<file path="config.mk">
export PLATFORM = sky130hd
export DESIGN_NAME = usb_irq_collector
export DESIGN_NICKNAME = d
export VERILOG_FILES = /design/src/rtl/usb_irq_collector.sv
export SDC_FILE = /design/constraint.sdc
export NUM_CORES = 1
export LEC_CHECK = 0
export ABC_AREA = 1
export BUFFER_PORTS_ARGS = -buffer_cell sky130_fd_sc_hd__clkbuf_2
export CORE_AREA = 2 2 56 58
export CTS_BUF_LIST = sky130_fd_sc_hd__clkbuf_8
export CTS_CLUSTER_DIAMETER = 120
export CTS_CLUSTER_SIZE = 24
export DETAILED_ROUTE_END_ITERATION = 8
export DIE_AREA = 0 0 58 60
export GPL_ROUTABILITY_DRIVEN = 0
export PLACE_DENSITY_LB_ADDON = 0.25
export SLEW_MARGIN = 40
export SYNTH_ARGS = -nofsm -noshare
export SYNTH_HDL_FRONTEND = slang
export SYNTH_SLANG_ARGS = --single-unit
</file>
<file path="constraint.sdc">
create_clock -name clk -period 1.97 [get_ports clk]
set_input_delay 0.394 -clock clk [delete_from_list [all_inputs] [get_ports clk]]
set_output_delay 0.394 -clock clk [all_outputs]
set_load 0.01 [all_outputs]
</file>
<file path="src/rtl/usb_irq_collector.sv">
module usb_irq_collector #(
  parameter int NUM_BUS = 4,
  parameter int NUM_EP  = 4,
  parameter int AW      = 3,
  parameter int DW      = 4
) (
  input  logic              clk,
  input  logic              rst,
  input  logic [NUM_BUS-1:0] bus_evt,
  input  logic [NUM_EP-1:0]  ep_evt,
  input  logic              reg_wr,
  input  logic [AW-1:0]     reg_addr,
  input  logic [DW-1:0]     reg_wdata,
  output logic [DW-1:0]     reg_rdata,
  output logic              irq_n
);

  localparam logic [AW-1:0] A_BUS_PEND = AW'(0);
  localparam logic [AW-1:0] A_BUS_EN   = AW'(1);
  localparam logic [AW-1:0] A_EP_PEND  = AW'(2);
  localparam logic [AW-1:0] A_EP_EN    = AW'(3);
  localparam logic [AW-1:0] A_SUMMARY  = AW'(4);

  logic [NUM_BUS-1:0] bus_pend, bus_en, bus_pend_nx, bus_en_nx;
  logic [NUM_EP-1:0]  ep_pend, ep_en, ep_pend_nx, ep_en_nx;

  wire wr_bus_pend = reg_wr && (reg_addr == A_BUS_PEND);
  wire wr_bus_en   = reg_wr && (reg_addr == A_BUS_EN);
  wire wr_ep_pend  = reg_wr && (reg_addr == A_EP_PEND);
  wire wr_ep_en    = reg_wr && (reg_addr == A_EP_EN);

  assign bus_pend_nx = (bus_pend & ~(wr_bus_pend ? reg_wdata[NUM_BUS-1:0] : '0)) | bus_evt;
  assign ep_pend_nx  = (ep_pend  & ~(wr_ep_pend  ? reg_wdata[NUM_EP-1:0]  : '0)) | ep_evt;
  assign bus_en_nx   = wr_bus_en ? reg_wdata[NUM_BUS-1:0] : bus_en;
  assign ep_en_nx    = wr_ep_en  ? reg_wdata[NUM_EP-1:0]  : ep_en;

  always_ff @(posedge clk) begin
    if (rst) begin
      bus_pend <= '0;
      bus_en   <= '0;
      ep_pend  <= '0;
      ep_en    <= '0;
      irq_n    <= 1'b1;
    end else begin
      bus_pend <= bus_pend_nx;
      bus_en   <= bus_en_nx;
      ep_pend  <= ep_pend_nx;
      ep_en    <= ep_en_nx;
      irq_n    <= ~(|(bus_pend_nx & bus_en_nx) | |(ep_pend_nx & ep_en_nx));
    end
  end

  always_comb begin
    reg_rdata = '0;
    case (reg_addr)
      A_BUS_PEND: reg_rdata[NUM_BUS-1:0] = bus_pend;
      A_BUS_EN:   reg_rdata[NUM_BUS-1:0] = bus_en;
      A_EP_PEND:  reg_rdata[NUM_EP-1:0]  = ep_pend;
      A_EP_EN:    reg_rdata[NUM_EP-1:0]  = ep_en;
      A_SUMMARY:  reg_rdata[1:0]         = {|ep_pend, |bus_pend};
      default:    reg_rdata = '0;
    endcase
  end

  AST_RESET_CLEARS: assert property (@(posedge clk)
    rst |=> (irq_n && bus_pend == '0 && ep_pend == '0 && bus_en == '0 && ep_en == '0));

  AST_BUS_SET_WINS: assert property (@(posedge clk) disable iff (rst)
    (|bus_evt) |=> ((bus_pend & $past(bus_evt)) == $past(bus_evt)));

  AST_EP_SET: assert property (@(posedge clk) disable iff (rst)
    (|ep_evt) |=> ((ep_pend & $past(ep_evt)) == $past(ep_evt)));

  AST_BUS_STICKY: assert property (@(posedge clk) disable iff (rst)
    !wr_bus_pend |=> ((bus_pend & $past(bus_pend)) == $past(bus_pend)));

  AST_EP_STICKY: assert property (@(posedge clk) disable iff (rst)
    !wr_ep_pend |=> ((ep_pend & $past(ep_pend)) == $past(ep_pend)));

  AST_FALL_ON_EVENT: assert property (@(posedge clk) disable iff (rst)
    ((|(bus_evt & bus_en) && !wr_bus_en) || (|(ep_evt & ep_en) && !wr_ep_en)) |=> !irq_n);

  AST_HOLD_LOW: assert property (@(posedge clk) disable iff (rst)
    (|(bus_pend & bus_en) || |(ep_pend & ep_en)) |-> !irq_n);

  AST_LATE_ENABLE: assert property (@(posedge clk) disable iff (rst)
    (wr_bus_en && |(reg_wdata[NUM_BUS-1:0] & bus_pend)) |=> !irq_n);

endmodule

</file>
==> impl_results.md <==
* Synth cell types at 21
* H-tree depth at 1
* DRT iter0 DRCs at 20
* Die Width at between 50 and 60 µm
* VDD IR-drop max at 0.0003844 V
* Most common cell in the netlist: nand2_1
* Reg area at approximately 340 µm²
* Final Skew at ~0.0061 ns
* Share of post-route cells with drive strength above 1 at 0.2156
* Sw Ratio at 0.2828
* Status: completed
* Grt ovf at 0
* Initial antenna violation count at 0
* CTS-repair resized insts at 0
* Longest Clk Path Bufs at 2
* Arr. time, crit path at approximately 1.4 ns
* Ys async rst share at 0
* DR pass1 iterations at 5
* Pre-CTS setup slack at 0.1678 ns
* Sequential cell area fraction in the yosys report at 0.3579
* RSZ-0062 raised after global routing: false
* Reg2reg setup slack at approximately 1.0 ns
* Maximum clock frequency at around 0.55 GHz
* Worst Slack Setup Final at around 0.15 ns
* Via count of the routed design at about 1,000
* Crit path max fanout at 9
* CP Launch Point: reg_addr[1]
* FF-to-FF Start: bus_pend[3]
* EDFF count, synth at 0
* Mapped Nets at around 160
* Slew HR at 0.7630
* Number of global-route vias before repair at approximately 950
* Worst-case reg-to-reg path depth at 7
* Post-DP HPWL at 1968 µm
* Post-route minimum period at 1.821 ns
* Pins over their slew limit at 0
* Clock Pin Slew Worst Setup and Hold Paths at 0.07 ns
* Area growth syn-to-layout at 20.13%
* Clk_lat worst skew at between 0.2 and 0.3 ns
* Drc violations at 0
* Core Util, Final at 0.3935
* Post-synth design cell area at 950.9 µm²
* Sw power at roughly 0.22 mW
* Area of the multi-input gates at ~540 µm²
* TNS Setup at 0 ns
* Hold crit path type: in2reg
* Sequential power share at 0.490
* Rows at 20
* CP required at roughly 1.6 ns
* Most used cell, CP: clkbuf_2
* Initial Utilization at 0.3276
* Fillers at 318
* DRT Wirelength at ~2400 µm
* Worst Setup Start Kind: input pin
* Wire per inst at around 12 µm
* Final worst path period share at 0.9244
* Worst path cell trace: clkbuf_2 -> nor2_2 -> nand2_1 -> o2111ai_1 -> clkbuf_2
* PD cells at between 600 and 700 nW/µm²
* Die height at 60 µm
* Final Hold Viols at 0
* Maxcap violations at 0
* Final setup violation count at 0
* Worst r2r dst: irq_n
* Slew at the pin with the worst max-slew slack at 0.3551 ns
* Primary FF master, synth: dfxtp_1
* DRT antenna net count at 0
* Hold_buf cts at 0
* Post-CTS Setup Inserts at 0
* Final Net Count at around 190
* TritonCTS clock tree: yes
* Port Buffer Count at 22
* Clk network pwr share at 0.343
* Comb pwr share at 0.167
* Number of CTS-inserted buffers at 3
* Setup crit end kind: output pin
* First-pass GRT wire length at 4084 µm
* Area leader, netlist: dfxtp_1
* Ports at 23
* Worst Setup EP: reg_rdata[1]
* Top cells by area, synth: dfxtp_1 36%, nand2_1 22%, a21oi_1 7.9%, nand4_1 5.9%, inv_1 5.5%
* Clk sinks at 17
* Largest net degree at the start of global routing at 18
* Share of the synthesized area in the top cell type at 0.3579
* CP max stage delay at 0.32 ns
* Setup CP Type: in2out
* Core area at 2903 µm²
* Gate count after technology mapping at 143
* Int Pwr at 0.5463 mW
* Antenna cell count at 0
* Die area at 3480 µm²
* Root Buffer Master: clkbuf_8
* Yosys warns at 0
* Slowest-stage cell, CP: nor2_2
* Vias per cell at 5.055
* Mean Syn Cell Area at about 6.6 µm²
* List of most frequent post-synthesis cells: 55 x nand2_1, 17 x dfxtp_1, 15 x a21oi_1, 14 x inv_1, 9 x nand4_1
* GRT Overall Usage at 0.1553
* Leak Pwr at 0.5822 nW
* Count of state elements after synthesis at 17
## registers in the layout, indices dropped and copies added, names as in the netlist
register,flops
ep_en,4
bus_en,4
irq_n,1
ep_pend,4
bus_pend,4
## through the flow
| stage | power, mW | cell area [µm²] | hold WS [ns] | cells |
|---|---|---|---|---|
| 2_1_floorplan | 0.4558 | 950.9 | 0.4613 | 143 |
| 3_3_place_gp | 0.5053 | 1097 | 0.4753 | 196 |
| 3_5_place_dp | 0.5090 | 1097 | 0.4843 | 196 |
| 4_1_cts | 0.7680 | 1142 | 0.3770 | 200 |
| 5_1_grt | 0.7983 | 1142 | 0.3906 | 200 |
| 6_report | 0.7617 | 1142 | 0.3724 | 200 |
## how the worst min path moves through the flow
stage                 from  slack [ns]  depth (start not counted)           to
2_1_floorplan  bus_pend[0]        0.46                          2  bus_pend[0]
3_3_place_gp      ep_en[2]        0.48                          2     ep_en[2]
3_5_place_dp      ep_en[2]        0.48                          2     ep_en[2]
4_1_cts         bus_evt[0]        0.38                          3  bus_pend[0]
5_1_grt         bus_evt[0]        0.39                          3  bus_pend[0]
6_report        bus_evt[0]        0.37                          3  bus_pend[0]
## routing by layer
metal,GRT usage,part of all wire,wire (µm)
met5,0,0,0
met4,0.05980,0.016,38
met3,0.02165,0.059,144
met2,0.2679,0.45,1088
met1,0.1961,0.48,1163
## layout make-up
class,instances,area share
clock buffers,3,0.03614
inverters,16,0.05257
well taps,33,0.03614
flip-flops and latches,17,0.2979
repair buffers,23,0.1030
multi-input cells,107,0.4710
clock inverters,1,0.003286
## kinds of logic (layout without fill, tap and decap cells)
family,after synthesis,in the layout,synth area share
AOI/OAI and AO/OA,22,22,0.1342
DFF,17,17,0.3579
buffers and inverters,19,43,0.07631
and+or+nand+nor,85,85,0.4316
## layout by cell type (no fill, tap or decap), types with 3 or more instances in the layout
master	netlist	layout
nand2_1	55	55
clkbuf_2	0	22
dfxtp_1	17	17
inv_1	14	15
a21oi_1	15	15
nand4_1	9	9
nand3_1	8	8
a22oi_1	4	4
nor2_4	3	3
nor2_1	3	3
clkbuf_8	0	3
## power by group through the flow
stage	Sequential, mW	Clock, mW	Combinational [mW]
6_report	0.373	0.261	0.128
5_1_grt	0.375	0.278	0.145
4_1_cts	0.373	0.266	0.129
3_5_place_dp	0.381	0	0.128
3_3_place_gp	0.381	0	0.124
2_1_floorplan	0.378	0	0.0777
## critical path, delay by kind of cell
kind | cells | cell delay [ns]
buf+inv | 2 | 0.31
compound gates | 1 | 0.27
simple gates | 2 | 0.46
Note: power is estimated with default switching activity, not from simulation.
